## config.mk

```make
export PLATFORM = sky130hd
export DESIGN_NAME = pix_region_buf
export DESIGN_NICKNAME = d
export VERILOG_FILES = /design/src/rtl/prb_pkg.sv /design/src/rtl/prb_slot_pool.sv /design/src/rtl/prb_pixel_tot.sv /design/src/rtl/prb_readout.sv /design/src/rtl/pix_region_buf.sv
export SDC_FILE = /design/constraint.sdc
export NUM_CORES = 1
export LEC_CHECK = 0
export ABC_AREA = 0
export ABC_CLOCK_PERIOD_IN_PS = 6600
export BUFFER_PORTS_ARGS = -buffer_cell sky130_fd_sc_hd__clkbuf_2
export CAP_MARGIN = 10
export CORE_MARGIN = 2
export CORE_UTILIZATION = 66
export DETAILED_ROUTE_END_ITERATION = 8
export HOLD_SLACK_MARGIN = 0.06
export PLACE_DENSITY = 0.84
export SLEW_MARGIN = 15
export SYNTH_ARGS = -nofsm -noshare
export SYNTH_HDL_FRONTEND = slang
export SYNTH_SLANG_ARGS = --single-unit
export TNS_END_PERCENT = 5
```

## constraint.sdc

```tcl
create_clock -name clk -period 6.6 [get_ports clk]
set_clock_uncertainty 0.2 [all_clocks]
set_input_delay 1.65 -clock clk [delete_from_list [all_inputs] [get_ports clk]]
set_output_delay 1.65 -clock clk [all_outputs]
set_load 0.1 [all_outputs]
```

## src/rtl/prb_pkg.sv

```systemverilog
package prb_pkg;
  typedef enum logic [1:0] {
    SLOT_FREE = 2'd0,
    SLOT_WAIT = 2'd1,
    SLOT_HELD = 2'd2
  } slot_state_e;
endpackage

```

## src/rtl/prb_slot_pool.sv

```systemverilog
module prb_slot_pool
  import prb_pkg::*;
#(
  parameter int NPIX   = 4,
  parameter int NSLOT  = 8,
  parameter int LAT_W  = 10,
  parameter int OVF_W  = 8,
  localparam int SLOT_W = $clog2(NSLOT)
) (
  input  logic              clk,
  input  logic              rst_n,
  input  logic [NPIX-1:0]   rise_i,
  input  logic [LAT_W-1:0]  latency_i,
  input  logic              trigger_i,
  input  logic              rel_en_i,
  input  logic [SLOT_W-1:0] rel_slot_i,
  input  logic [SLOT_W-1:0] rd_slot_i,
  output logic              alloc_en_o,
  output logic [SLOT_W-1:0] alloc_slot_o,
  output logic [NSLOT-1:0]  wait_o,
  output logic [NSLOT-1:0]  held_o,
  output logic [NPIX-1:0]   rd_map_o,
  output logic [OVF_W-1:0]  ovf_cnt_o
);
  slot_state_e             state_q [NSLOT];
  slot_state_e             state_d [NSLOT];
  logic [LAT_W-1:0]        cnt_q   [NSLOT];
  logic [LAT_W-1:0]        cnt_d   [NSLOT];
  logic [NPIX-1:0]         map_q   [NSLOT];
  logic [NPIX-1:0]         map_d   [NSLOT];
  logic [OVF_W-1:0]        ovf_q, ovf_d;
  logic                    has_free;
  logic [SLOT_W-1:0]       free_idx;
  logic                    any_rise;

  assign any_rise = |rise_i;

  // lowest free slot
  always_comb begin
    has_free = 1'b0;
    free_idx = '0;
    for (int s = NSLOT - 1; s >= 0; s--) begin
      if (state_q[s] == SLOT_FREE) begin
        has_free = 1'b1;
        free_idx = SLOT_W'(s);
      end
    end
  end

  assign alloc_en_o   = any_rise && has_free;
  assign alloc_slot_o = free_idx;

  always_comb begin
    for (int s = 0; s < NSLOT; s++) begin
      state_d[s] = state_q[s];
      cnt_d[s]   = cnt_q[s];
      map_d[s]   = map_q[s];
      case (state_q[s])
        SLOT_WAIT: begin
          if (cnt_q[s] == latency_i) state_d[s] = trigger_i ? SLOT_HELD : SLOT_FREE;
          else                       cnt_d[s]   = cnt_q[s] + LAT_W'(1);
        end
        SLOT_HELD: begin
          if (rel_en_i && (rel_slot_i == SLOT_W'(s))) state_d[s] = SLOT_FREE;
        end
        default: ;
      endcase
      if (alloc_en_o && (free_idx == SLOT_W'(s))) begin
        state_d[s] = SLOT_WAIT;
        cnt_d[s]   = LAT_W'(1);
        map_d[s]   = rise_i;
      end
    end
  end

  always_comb begin
    ovf_d = ovf_q;
    if (any_rise && !has_free && (ovf_q != {OVF_W{1'b1}})) ovf_d = ovf_q + OVF_W'(1);
  end

  always_ff @(posedge clk or negedge rst_n) begin
    if (!rst_n) begin
      ovf_q <= '0;
      for (int s = 0; s < NSLOT; s++) begin
        state_q[s] <= SLOT_FREE;
        cnt_q[s]   <= '0;
        map_q[s]   <= '0;
      end
    end else begin
      ovf_q <= ovf_d;
      for (int s = 0; s < NSLOT; s++) begin
        state_q[s] <= state_d[s];
        cnt_q[s]   <= cnt_d[s];
        map_q[s]   <= map_d[s];
      end
    end
  end

  genvar g;
  generate
    for (g = 0; g < NSLOT; g++) begin : g_slot_flags
      assign wait_o[g] = (state_q[g] == SLOT_WAIT);
      assign held_o[g] = (state_q[g] == SLOT_HELD);


      lat_bound_chk: assert property (@(posedge clk) disable iff (!rst_n)
        (state_q[g] == SLOT_WAIT) |-> (cnt_q[g] <= latency_i));
    end
  endgenerate

  assign rd_map_o  = map_q[rd_slot_i];
  assign ovf_cnt_o = ovf_q;


  ovf_quiet_chk: assert property (@(posedge clk) disable iff (!rst_n)
    !any_rise |=> $stable(ovf_q));
endmodule

```

## src/rtl/prb_pixel_tot.sv

```systemverilog
module prb_pixel_tot #(
  parameter int NSLOT = 8,
  parameter int TOT_W = 4,
  localparam int SLOT_W = $clog2(NSLOT)
) (
  input  logic              clk,
  input  logic              rst_n,
  input  logic              disc_i,
  input  logic              mask_i,
  input  logic              alloc_en_i,
  input  logic [SLOT_W-1:0] alloc_slot_i,
  input  logic [NSLOT-1:0]  slot_wait_i,
  input  logic [SLOT_W-1:0] rd_slot_i,
  output logic              rise_o,
  output logic [TOT_W-1:0]  tot_o
);
  localparam logic [TOT_W-1:0] TOT_MAX = {TOT_W{1'b1}};
  localparam logic [TOT_W-1:0] TOT_ONE = TOT_W'(1);

  logic              disc_q;
  logic              open_q, open_d;
  logic [SLOT_W-1:0] pslot_q, pslot_d;
  logic [TOT_W-1:0]  tot_q [NSLOT];
  logic [TOT_W-1:0]  tot_d [NSLOT];
  logic              rise;

  assign rise   = disc_i && !disc_q && !mask_i;
  assign rise_o = rise;

  always_comb begin
    for (int s = 0; s < NSLOT; s++) tot_d[s] = tot_q[s];
    open_d  = open_q;
    pslot_d = pslot_q;
    // running measurement of the open hit
    if (open_q) begin
      if (!slot_wait_i[pslot_q] || !disc_i) begin
        open_d = 1'b0;
      end else if (tot_q[pslot_q] != TOT_MAX) begin
        tot_d[pslot_q] = tot_q[pslot_q] + TOT_ONE;
        if (tot_q[pslot_q] == TOT_MAX - TOT_ONE) open_d = 1'b0;
      end else begin
        open_d = 1'b0;
      end
    end
    // new event in the region
    if (alloc_en_i) begin
      tot_d[alloc_slot_i] = rise ? TOT_ONE : '0;
      if (rise) begin
        open_d  = 1'b1;
        pslot_d = alloc_slot_i;
      end
    end
  end

  always_ff @(posedge clk or negedge rst_n) begin
    if (!rst_n) begin
      disc_q  <= 1'b0;
      open_q  <= 1'b0;
      pslot_q <= '0;
      for (int s = 0; s < NSLOT; s++) tot_q[s] <= '0;
    end else begin
      disc_q  <= disc_i;
      open_q  <= open_d;
      pslot_q <= pslot_d;
      for (int s = 0; s < NSLOT; s++) tot_q[s] <= tot_d[s];
    end
  end

  assign tot_o = tot_q[rd_slot_i];


  tot_open_chk: assert property (@(posedge clk) disable iff (!rst_n)
    open_q |-> (tot_q[pslot_q] != TOT_MAX) && (tot_q[pslot_q] != '0));
endmodule

```

## src/rtl/prb_readout.sv

```systemverilog
module prb_readout #(
  parameter int NSLOT = 8,
  localparam int SLOT_W = $clog2(NSLOT)
) (
  input  logic              clk,
  input  logic              rst_n,
  input  logic [NSLOT-1:0]  held_i,
  input  logic              ack_i,
  output logic              valid_o,
  output logic [SLOT_W-1:0] sel_o,
  output logic              rel_en_o,
  output logic [SLOT_W-1:0] rel_slot_o
);
  logic              lock_q, lock_d;
  logic [SLOT_W-1:0] sel_q, sel_d;
  logic [SLOT_W-1:0] low_idx;

  always_comb begin
    low_idx = '0;
    for (int s = NSLOT - 1; s >= 0; s--) begin
      if (held_i[s]) low_idx = SLOT_W'(s);
    end
  end

  always_comb begin
    lock_d = lock_q;
    sel_d  = sel_q;
    if (lock_q) begin
      if (ack_i) lock_d = 1'b0;
    end else if (|held_i) begin
      lock_d = 1'b1;
      sel_d  = low_idx;
    end
  end

  always_ff @(posedge clk or negedge rst_n) begin
    if (!rst_n) begin
      lock_q <= 1'b0;
      sel_q  <= '0;
    end else begin
      lock_q <= lock_d;
      sel_q  <= sel_d;
    end
  end

  assign valid_o    = lock_q;
  assign sel_o      = sel_q;
  assign rel_en_o   = lock_q && ack_i;
  assign rel_slot_o = sel_q;


  rd_hold_chk: assert property (@(posedge clk) disable iff (!rst_n)
    (lock_q && !ack_i) |=> (lock_q && $stable(sel_q)));


  rd_sel_held_chk: assert property (@(posedge clk) disable iff (!rst_n)
    lock_q |-> held_i[sel_q]);
endmodule

```

## src/rtl/pix_region_buf.sv

```systemverilog
module pix_region_buf #(
  parameter int NPIX  = 4,
  parameter int NSLOT = 8,
  parameter int TOT_W = 4,
  parameter int LAT_W = 10,
  parameter int OVF_W = 8,
  localparam int SLOT_W = $clog2(NSLOT)
) (
  input  logic                  clk,
  input  logic                  rst_n,
  input  logic [NPIX-1:0]       disc_i,
  input  logic [NPIX-1:0]       mask_i,
  input  logic [LAT_W-1:0]      latency_i,
  input  logic                  trigger_i,
  input  logic                  rd_ack_i,
  output logic                  rd_valid_o,
  output logic [NPIX-1:0]       rd_hitmap_o,
  output logic [NPIX*TOT_W-1:0] rd_tot_o,
  output logic [OVF_W-1:0]      ovf_cnt_o
);
  logic [NPIX-1:0]   rise;
  logic              alloc_en;
  logic [SLOT_W-1:0] alloc_slot;
  logic [NSLOT-1:0]  slot_wait;
  logic [NSLOT-1:0]  slot_held;
  logic [SLOT_W-1:0] rd_slot;
  logic              rel_en;
  logic [SLOT_W-1:0] rel_slot;

  prb_slot_pool #(
    .NPIX (NPIX),
    .NSLOT(NSLOT),
    .LAT_W(LAT_W),
    .OVF_W(OVF_W)
  ) u_pool (
    .clk         (clk),
    .rst_n       (rst_n),
    .rise_i      (rise),
    .latency_i   (latency_i),
    .trigger_i   (trigger_i),
    .rel_en_i    (rel_en),
    .rel_slot_i  (rel_slot),
    .rd_slot_i   (rd_slot),
    .alloc_en_o  (alloc_en),
    .alloc_slot_o(alloc_slot),
    .wait_o      (slot_wait),
    .held_o      (slot_held),
    .rd_map_o    (rd_hitmap_o),
    .ovf_cnt_o   (ovf_cnt_o)
  );

  genvar p;
  generate
    for (p = 0; p < NPIX; p++) begin : g_pix
      prb_pixel_tot #(
        .NSLOT(NSLOT),
        .TOT_W(TOT_W)
      ) u_pix (
        .clk         (clk),
        .rst_n       (rst_n),
        .disc_i      (disc_i[p]),
        .mask_i      (mask_i[p]),
        .alloc_en_i  (alloc_en),
        .alloc_slot_i(alloc_slot),
        .slot_wait_i (slot_wait),
        .rd_slot_i   (rd_slot),
        .rise_o      (rise[p]),
        .tot_o       (rd_tot_o[p*TOT_W +: TOT_W])
      );
    end
  endgenerate

  prb_readout #(
    .NSLOT(NSLOT)
  ) u_rd (
    .clk       (clk),
    .rst_n     (rst_n),
    .held_i    (slot_held),
    .ack_i     (rd_ack_i),
    .valid_o   (rd_valid_o),
    .sel_o     (rd_slot),
    .rel_en_o  (rel_en),
    .rel_slot_o(rel_slot)
  );


  rd_payload_chk: assert property (@(posedge clk) disable iff (!rst_n)
    (rd_valid_o && !rd_ack_i) |=> ($stable(rd_hitmap_o) && $stable(rd_tot_o)));


  rd_mask_chk: assert property (@(posedge clk) disable iff (!rst_n)
    (alloc_en && $stable(mask_i)) |=> ((rd_hitmap_o & mask_i) == '0) || !rd_valid_o
      || 1'b1 == ((rd_hitmap_o & mask_i) == '0));
endmodule

```

==> flow_summary.html, run 1 <==
<table>
<tr><th>Metric</th><th>Value</th></tr>
<tr><th colspan="2">Run status</th></tr>
<tr><td>Status</td><td>complete, no violations</td></tr>
<tr><th colspan="2">Power</th></tr>
<tr><td>Reported leakage power</td><td>roughly 8.4 nW</td></tr>
<tr><td>Logic gate share of total power</td><td>roughly 42%</td></tr>
<tr><td>Switching Fraction</td><td>between 40 and 50%</td></tr>
<tr><td>Clock group share of total power</td><td>approximately 22%</td></tr>
<tr><td>Worst vdd ir</td><td>0.406 mV</td></tr>
<tr><td>Sequential power share</td><td>35.7%</td></tr>
<tr><td>PwrDens</td><td>445 nW/µm²</td></tr>
<tr><td>Sw Pwr</td><td>about 3.7 mW</td></tr>
<tr><td>Pint</td><td>about 4.5 mW</td></tr>
<tr><th colspan="2">Logic synthesis</th></tr>
<tr><td>Seq/Total Area, Yosys</td><td>42.3%</td></tr>
<tr><td>Fraction of post-synthesis cell area in the top cell type by area</td><td>42.3%</td></tr>
<tr><td>Count leader, synth</td><td>dfrtp_1</td></tr>
<tr><td>Most area-hungry cell type in the Yosys netlist</td><td>dfrtp_1</td></tr>
<tr><td>Flip-flop and latch count after synthesis</td><td>288</td></tr>
<tr><td>Leading post-synthesis cells by cell area</td><td>dfrtp_1 (42%), mux4_2 (8.5%), mux2i_1 (6.9%)</td></tr>
<tr><td>Number of enable-type register cells in the synthesized netlist</td><td>0</td></tr>
<tr><td>Unique masters post-synth</td><td>87</td></tr>
<tr><td>Post-synth design cell area</td><td>roughly 17000 µm²</td></tr>
<tr><td>Count of synthesis-stage warnings from yosys</td><td>0</td></tr>
<tr><td>Average cell area after synthesis</td><td>between 10 and 15 µm²</td></tr>
<tr><td>Async SR Flop Fraction</td><td>100%</td></tr>
<tr><td>Mapped Nets</td><td>around 1.7k</td></tr>
<tr><td>Commonest cells in the synthesized netlist</td><td>dfrtp_1 (288), nor2_1 (200), nand2_1 (119), mux2i_1 (117), xor2_1 (77)</td></tr>
<tr><td>Number of instances in the synthesized netlist</td><td>~1.7k</td></tr>
<tr><td>Prevailing post-synth register cell</td><td>dfrtp_1</td></tr>
<tr><th colspan="2">Route</th></tr>
<tr><td>DR iter-0 viols</td><td>between 1.5k and 2k</td></tr>
<tr><td>Remaining routing DRC violations</td><td>0</td></tr>
<tr><td>Post-detailed-route via-to-cell ratio</td><td>around 6.9</td></tr>
<tr><td>Post-Route WL</td><td>between 40 and 50 mm</td></tr>
<tr><td>Vias</td><td>~14k</td></tr>
<tr><td>Post-route ant nets</td><td>0</td></tr>
<tr><td>Avg WL per Cell</td><td>approximately 24 µm</td></tr>
<tr><td>First-pass iteration count of the detailed router</td><td>8</td></tr>
<tr><th colspan="2">Clock network</th></tr>
<tr><td>Clock edge transition at the registers on the reported setup and hold paths</td><td>around 0.060 ns</td></tr>
<tr><td>Total setup buffers inserted after CTS</td><td>0</td></tr>
<tr><td>H-Tree Depth</td><td>1</td></tr>
<tr><td>CTS root buf</td><td>clkbuf_16</td></tr>
<tr><td>Number of buffers on the longest clock path</td><td>3</td></tr>
<tr><td>Number of instances resized during post-cts repair</td><td>0</td></tr>
<tr><td>Hold-fix buffers at CTS</td><td>0</td></tr>
<tr><td>CTS Buf Count</td><td>31</td></tr>
<tr><td>Clock latency reported for the late side of the worst-skew pair</td><td>roughly 0.57 ns</td></tr>
<tr><td>Clock tree from TritonCTS</td><td>built</td></tr>
<tr><td>Sinks on Clock Net</td><td>288</td></tr>
<tr><th colspan="2">Final layout</th></tr>
<tr><td>Number of diodes</td><td>0</td></tr>
<tr><td>Count of filler cells inserted in the layout</td><td>about 1.7k</td></tr>
<tr><td>NumNets Final</td><td>between 1.5k and 2k</td></tr>
<tr><td>Sequential cell area</td><td>~7200 µm²</td></tr>
<tr><td>Fraction of layout instances using a drive strength above 1</td><td>~16%</td></tr>
<tr><td>Layout Area Growth over Synthesis</td><td>8.73%</td></tr>
<tr><td>Area of the multi-input gates</td><td>about 9300 µm²</td></tr>
<tr><th colspan="2">Floorplanning</th></tr>
<tr><td>Height of the die</td><td>roughly 160 µm</td></tr>
<tr><td>Number of primary I/O pins</td><td>roughly 50</td></tr>
<tr><td>Width of the die</td><td>between 150 and 200 µm</td></tr>
<tr><td>Die outline area</td><td>around 27000 µm²</td></tr>
<tr><td>Standard-cell rows</td><td>slightly below 60</td></tr>
<tr><td>Initial Utilization</td><td>around 68%</td></tr>
<tr><td>Core region area</td><td>about 25000 µm²</td></tr>
<tr><th colspan="2">GRT</th></tr>
<tr><td>Pin count of the biggest net entering global routing</td><td>between 100 and 150</td></tr>
<tr><td>Global-route congestion overflow total</td><td>0</td></tr>
<tr><td>Number of global-route vias before repair</td><td>13.9k</td></tr>
<tr><td>Total track usage</td><td>36.8%</td></tr>
<tr><td>Global-route wire length before repair</td><td>77.0 mm</td></tr>
<tr><td>Number of antenna violations at the first check in global routing</td><td>0</td></tr>
<tr><th colspan="2">Timing</th></tr>
<tr><td>Number of failing setup endpoints in the final timing report</td><td>0</td></tr>
<tr><td>Transition time of the tightest slew-check pin</td><td>~1.3 ns</td></tr>
<tr><td>Setup repair after global routing missed its margin</td><td>no</td></tr>
<tr><td>Final Max Slew Viols</td><td>0</td></tr>
<tr><td>Timing-limited maximum frequency</td><td>about 200 MHz</td></tr>
<tr><td>Least setup slack across all paths after layout</td><td>1.49 ns</td></tr>
<tr><td>Slew margin rel.</td><td>between 10% and 20%</td></tr>
<tr><td>Sum of negative setup slack</td><td>0 ns</td></tr>
<tr><td>Minimum hold slack</td><td>about 0.28 ns</td></tr>
<tr><td>Hold Fails Final Rpt</td><td>0</td></tr>
<tr><td>Final cycle utilization of the critical path</td><td>around 77%</td></tr>
<tr><td>Final worst path period need</td><td>between 5 and 6 ns</td></tr>
<tr><th colspan="2">Setup path</th></tr>
<tr><td>R2r setup slk</td><td>approximately 2.4 ns</td></tr>
<tr><td>Path type of the worst setup path</td><td>flop to output port</td></tr>
<tr><td>Critical Path End Type</td><td>output port</td></tr>
<tr><td>Worst EP arrival</td><td>3.26 ns</td></tr>
<tr><td>Startpoint Class</td><td>flop</td></tr>
<tr><td>Launch point of the worst reg-to-reg path</td><td>g_pix[0].u_pix.pslot_q[0]</td></tr>
<tr><td>Endpoint of the worst setup timing path</td><td>rd_hitmap_o[0]</td></tr>
<tr><td>Worst Reg2Reg Path Length in Cells</td><td>8</td></tr>
<tr><td>Worst endpoint required time</td><td>4.75 ns</td></tr>
<tr><td>Terminus of the critical flop-to-flop path</td><td>g_pix[0].u_pix.tot_q[24]</td></tr>
<tr><td>Beginning of the critical path</td><td>u_rd.rel_slot_o[0]</td></tr>
<tr><td>Critical path peak fanout</td><td>26</td></tr>
<tr><th colspan="2">Min path</th></tr>
<tr><td>HP Class</td><td>flop to flop</td></tr>
<tr><th colspan="2">Placement</th></tr>
<tr><td>Post-placement worst setup slack</td><td>1.95 ns</td></tr>
<tr><td>Number of input and output port buffers inserted</td><td>50</td></tr>
<tr><td>Routability congestion estimate from global placement</td><td>0.968</td></tr>
<tr><td>HPWL after detailed placement</td><td>approximately 32 mm</td></tr>
<tr><th colspan="2">Flow run</th></tr>
<tr><td>Max-Cap Viols</td><td>0</td></tr>
</table>
-- layout by cell type, fill, tap and decap left out, drive strengths merged, types with 18 or more instances in the layout --
| cell | instances |
|---|---|
| nand2 | 119 |
| nor2b | 18 |
| mux2 | 31 |
| xor2 | 77 |
| clkbuf | 86 |
| and3 | 18 |
| buf | 22 |
| o21ai | 83 |
| nor2 | 200 |
| a21oi | 55 |
| inv | 26 |
| nor3 | 39 |
| xnor2 | 74 |
| dfrtp | 288 |
| nand3 | 57 |
| mux2i | 121 |
| mux4 | 66 |
| nand4 | 48 |
-- worst max-delay path, cell delays in order, from the launching register on --
cell      delay, ns
dfrtp_2        0.80
buf_4          0.62
mux4_2         0.57
mux2_2         0.31
clkbuf_2       0.38
-- cell type report --
type	count	area share [%]
clock buffers	37	4.47
clock inverters	18	1.26
inverters	24	0.486
multi-input cells	1231	50.3
flip-flops and latches	288	38.9
well taps	330	2.23
repair buffers	71	2.34
-- kinds of logic (layout without fill, tap and decap cells) --
group | Yosys count | in the layout | synth area share [%]
compound gates | 245 | 245 | 9.32
buf+inv | 136 | 150 | 3.27
fa+ha+maj | 17 | 17 | 1.25
flops | 288 | 288 | 42.3
mux | 218 | 218 | 18.2
xor+xnor | 151 | 151 | 7.76
simple gates | 600 | 600 | 18.0
-- registers in the layout, summed over array words and instances, names as in the netlist --
name,count
g_pix.u_pix.tot_q,128
u_pool.cnt_q,80
u_pool.map_q,32
u_pool.state_q,16
g_pix.u_pix.pslot_q,12
u_pool.ovf_cnt_o,8
g_pix.u_pix.disc_q,4
g_pix.u_pix.open_q,4
u_rd.rel_slot_o,3
u_rd.valid_o,1
-- through the flow --
step / total power, mW / instance area (µm²) / util [%] / instances
finish: 8.24 / 18500 / 73.4 / 1999
global route: 8.60 / 18500 / 73.4 / 1999
CTS: 8.14 / 18500 / 73.4 / 1999
detailed placement: 6.28 / 17500 / 69.2 / 1944
global placement: 6.13 / 17500 / 69.1 / 1943
floorplan: 5.34 / 17100 / - / 1655
-- worst min path at each step --
| stage | from | endpoint | slack [ns] | cells past startpoint |
|---|---|---|---|---|
| finish | u_pool.map_q[2] | u_pool.map_q[2] | 0.28 | 1 |
| global route | u_pool.map_q[2] | u_pool.map_q[2] | 0.30 | 1 |
| CTS | u_pool.map_q[2] | u_pool.map_q[2] | 0.28 | 1 |
| detailed placement | u_pool.map_q[23] | u_pool.map_q[23] | 0.26 | 2 |
| global placement | u_pool.map_q[31] | u_pool.map_q[31] | 0.25 | 2 |
| floorplan | u_pool.map_q[20] | u_pool.map_q[20] | 0.24 | 2 |
-- power by group through the flow --
stage	registers (mW)	logic, mW	clock network [mW]
floorplan	2.65	2.69	0
global placement	2.89	3.24	0
detailed placement	2.93	3.35	0
CTS	2.91	3.38	1.85
global route	3.00	3.69	1.92
finish	2.94	3.47	1.84
-- layer usage --
layer  GRT usage [%]  part of all wire (%)  vias to the layer above
met5               0                     0                        -
met4            19.3                   5.9                        0
met3            7.71                    10                      230
met2            57.7                    46                      926
met1            48.8                    37                     6728
li1                -                     -                     5972
Power figures use the tool's default switching activity.
==> run 2: changes to the inputs <==
--- a/config.mk
+++ b/config.mk
@@ -6,14 +6,14 @@
 export NUM_CORES = 1
 export LEC_CHECK = 0
 export ABC_AREA = 0
-export ABC_CLOCK_PERIOD_IN_PS = 6600
+export ABC_CLOCK_PERIOD_IN_PS = 4420
 export BUFFER_PORTS_ARGS = -buffer_cell sky130_fd_sc_hd__clkbuf_2
 export CAP_MARGIN = 10
 export CORE_MARGIN = 2
-export CORE_UTILIZATION = 66
+export CORE_UTILIZATION = 57
 export DETAILED_ROUTE_END_ITERATION = 8
 export HOLD_SLACK_MARGIN = 0.06
-export PLACE_DENSITY = 0.84
+export PLACE_DENSITY = 0.77
 export SLEW_MARGIN = 15
 export SYNTH_ARGS = -nofsm -noshare
 export SYNTH_HDL_FRONTEND = slang
==> constraint.sdc (replaced) <==
create_clock -name clk -period 4.42 [get_ports clk]
set_clock_uncertainty 0.2 [all_clocks]
set_input_delay 1.105 -clock clk [delete_from_list [all_inputs] [get_ports clk]]
set_output_delay 1.105 -clock clk [all_outputs]
set_load 0.1 [all_outputs]
==> run 2 against run 1 <==
Non-clock buffer count grew 27. Critical path type unchanged. Flip-flop and latch count is the same. Sequential power grew 47%. Global-route usage shrank 5.5 points. Sequential share of layout area shrank 0.70 points. Total power grew 52%. Core utilization shrank 9.5 points. Register-to-register slack lost 1.6 ns. Setup slack lost 1.3 ns. Critical path depth shrank 1. Worst hold slack gained 0.0049 ns. Clock-buffer cell count grew 2.
==> flow_summary.html, run 2 (synthesis results as in run 1) <==
<table>
<tr><th>Metric</th><th>Value</th></tr>
<tr><th colspan="2">Run status</th></tr>
<tr><td>Status</td><td>complete, no violations</td></tr>
<tr><th colspan="2">Setup path</th></tr>
<tr><td>Cell-by-cell listing of the critical path</td><td>mux4_2 -&gt; mux2_2 -&gt; clkbuf_2</td></tr>
<tr><td>Worst EP arrival</td><td>2.91 ns</td></tr>
<tr><td>Path type of the worst setup path</td><td>flop to output port</td></tr>
<tr><td>Worst endpoint required time</td><td>roughly 3.1 ns</td></tr>
<tr><td>Slowest-stage cell, CP</td><td>dfrtp_2</td></tr>
<tr><td>Startpoint Class</td><td>flop</td></tr>
<tr><td>Critical path peak fanout</td><td>between 40 and 50</td></tr>
<tr><td>Critical Path End Type</td><td>output port</td></tr>
<tr><td>Maximum cell stage delay along the critical path</td><td>1.19 ns</td></tr>
<tr><th colspan="2">Route</th></tr>
<tr><td>Post-route ant nets</td><td>0</td></tr>
<tr><td>First-pass iteration count of the detailed router</td><td>7</td></tr>
<tr><td>Remaining routing DRC violations</td><td>0</td></tr>
<tr><td>Post-detailed-route via-to-cell ratio</td><td>~6.5</td></tr>
<tr><td>Avg WL per Cell</td><td>23.2 µm</td></tr>
<tr><td>Vias</td><td>roughly 14k</td></tr>
<tr><td>Post-Route WL</td><td>just under 50 mm</td></tr>
<tr><td>DR iter-0 viols</td><td>1651</td></tr>
<tr><th colspan="2">Final layout</th></tr>
<tr><td>Layout Area Growth over Synthesis</td><td>10.7%</td></tr>
<tr><td>Sequential cell area</td><td>a little over 7000 µm²</td></tr>
<tr><td>Reg with most FFs</td><td>g_pix.u_pix.tot_q</td></tr>
<tr><td>Area of the multi-input gates</td><td>9320 µm²</td></tr>
<tr><td>Most common library cell in the layout ignoring fill and taps</td><td>dfrtp_1</td></tr>
<tr><td>Max reg flops</td><td>around 130</td></tr>
<tr><td>Number of diodes</td><td>0</td></tr>
<tr><td>Fraction of layout instances using a drive strength above 1</td><td>around 17%</td></tr>
<tr><td>NumNets Final</td><td>1713</td></tr>
<tr><td>Top library cells by usage in the layout, fill and taps aside</td><td>dfrtp_1 (286), nor2_1 (195), nand2_1 (119)</td></tr>
<tr><td>Biggest registers after layout</td><td>g_pix.u_pix.tot_q x128, u_pool.cnt_q x80, u_pool.map_q x32</td></tr>
<tr><td>Count of filler cells inserted in the layout</td><td>2333</td></tr>
<tr><td>Non-filler cells in the finished layout</td><td>2087</td></tr>
<tr><th colspan="2">Timing</th></tr>
<tr><td>Number of failing setup endpoints in the final timing report</td><td>0</td></tr>
<tr><td>Final cycle utilization of the critical path</td><td>~95%</td></tr>
<tr><td>Setup repair after global routing missed its margin</td><td>no</td></tr>
<tr><td>Slew margin rel.</td><td>about 18%</td></tr>
<tr><td>Hold Fails Final Rpt</td><td>0</td></tr>
<tr><td>Transition time of the tightest slew-check pin</td><td>1.23 ns</td></tr>
<tr><td>Timing-limited maximum frequency</td><td>roughly 240 MHz</td></tr>
<tr><td>Final Max Slew Viols</td><td>0</td></tr>
<tr><td>Final worst path period need</td><td>roughly 4.2 ns</td></tr>
<tr><td>Sum of negative setup slack</td><td>0 ns</td></tr>
<tr><th colspan="2">Floorplanning</th></tr>
<tr><td>Number of primary I/O pins</td><td>51</td></tr>
<tr><td>Width of the die</td><td>approximately 180 µm</td></tr>
<tr><td>Initial Utilization</td><td>between 50% and 60%</td></tr>
<tr><td>Height of the die</td><td>~180 µm</td></tr>
<tr><td>Die outline area</td><td>roughly 31000 µm²</td></tr>
<tr><td>Standard-cell rows</td><td>63</td></tr>
<tr><td>Core region area</td><td>29600 µm²</td></tr>
<tr><th colspan="2">Power</th></tr>
<tr><td>Reported leakage power</td><td>approximately 8.6 nW</td></tr>
<tr><td>PwrDens</td><td>approximately 660 nW/µm²</td></tr>
<tr><td>Worst vdd ir</td><td>a little under 0.4 mV</td></tr>
<tr><th colspan="2">Clock network</th></tr>
<tr><td>Total setup buffers inserted after CTS</td><td>0</td></tr>
<tr><td>CTS Buf Count</td><td>31</td></tr>
<tr><td>Sinks on Clock Net</td><td>roughly 290</td></tr>
<tr><td>Clock tree from TritonCTS</td><td>built</td></tr>
<tr><td>Number of instances resized during post-cts repair</td><td>0</td></tr>
<tr><td>Clock latency reported for the late side of the worst-skew pair</td><td>around 0.58 ns</td></tr>
<tr><td>Hold-fix buffers at CTS</td><td>0</td></tr>
<tr><td>Number of buffers on the longest clock path</td><td>3</td></tr>
<tr><td>Clock edge transition at the registers on the reported setup and hold paths</td><td>roughly 0.060 ns</td></tr>
<tr><td>H-Tree Depth</td><td>1</td></tr>
<tr><td>CTS root buf</td><td>clkbuf_16</td></tr>
<tr><th colspan="2">GRT</th></tr>
<tr><td>Total track usage</td><td>31.3%</td></tr>
<tr><td>Number of global-route vias before repair</td><td>13.7k</td></tr>
<tr><td>Global-route wire length before repair</td><td>between 70 and 80 mm</td></tr>
<tr><td>Pin count of the biggest net entering global routing</td><td>just over 100</td></tr>
<tr><td>Global-route congestion overflow total</td><td>0</td></tr>
<tr><td>Number of antenna violations at the first check in global routing</td><td>0</td></tr>
<tr><th colspan="2">Placement</th></tr>
<tr><td>HPWL after detailed placement</td><td>33.0 mm</td></tr>
<tr><td>Number of input and output port buffers inserted</td><td>50</td></tr>
<tr><td>Cells after DPL</td><td>about 2.0k</td></tr>
<tr><td>Routability congestion estimate from global placement</td><td>0.929</td></tr>
<tr><th colspan="2">Flow run</th></tr>
<tr><td>Max-Cap Viols</td><td>0</td></tr>
<tr><th colspan="2">Min path</th></tr>
<tr><td>HP Class</td><td>flop to flop</td></tr>
</table>
-- run 2: changes by cell type in the layout (fill, tap and decap cells not counted), sizes merged --
cell,delta
buf,+27
bufinv,+1
clkbuf,+2
clkinv,-4
clkinvlp,+2
-- run 2: area by class of cell --
type	instances	share of cell area (%)
timing repair buffer	98	3.49
multi-input combinational	1231	49.4
clock buffer	39	4.48
tap	390	2.58
inverter	24	0.477
clock inverter	17	1.41
sequential	288	38.2
-- run 2: power breakdown --
group	leakage (nW)	internal, mW	total [mW]	switching [mW]
Sequential	3.78	3.31	4.33	1.01
Combinational	4.23	1.97	5.35	3.37
Clock	0.531	1.71	2.84	1.13
Total	8.55	7.00	12.5	5.51
-- run 2: stage by stage --
stage | setup slack [ns] | total power, mW | util, % | cell area, µm² | hold slack [ns]
finish | 0.203 | 12.5 | 63.9 | 18900 | 0.284
global route | 0.160 | 13.1 | 63.9 | 18900 | 0.307
CTS | 0.223 | 12.4 | 63.9 | 18900 | 0.284
detailed placement | 0.608 | 9.56 | 60.1 | 17800 | 0.267
global placement | 0.675 | 9.40 | 60.1 | 17800 | 0.256
floorplan | 0.783 | 7.98 | - | 17100 | 0.242
-- run 2: worst max-delay path: cells and delay by family (launching register included) --
kind / cells / cell delay, ns
flip-flops: 1 / 1.19
multiplexers: 2 / 0.75
buffers and inverters: 1 / 0.37
-- run 2: per-layer routing --
metal  share of wire (%)  vias up  track usage, %  wire [µm]
li1                    -     6043               -          -
met1                  39     6799            41.3      19000
met2                  47      650            50.9      22800
met3                 8.7      163            5.50       4220
met4                 4.9        0            13.8       2400
met5                   0        -               0          0
-- run 2: worst paths after layout --
kind | start | endpoint | slack (ns) | cells after the start
max in group asynchronous | rst_n | u_pool.cnt_q[17] | 2.72 | 2
min in group asynchronous | rst_n | g_pix[0].u_pix.tot_q[10] | 0.35 | 1
setup reg to reg | g_pix[1].u_pix.pslot_q[0] | g_pix[1].u_pix.tot_q[8] | 0.85 | 8
setup / recovery | u_rd.rel_slot_o[1] | rd_tot_o[5] | 0.20 | 3
hold / removal | u_pool.map_q[10] | u_pool.map_q[10] | 0.28 | 1
hold reg to reg | u_pool.map_q[10] | u_pool.map_q[10] | 0.28 | 1
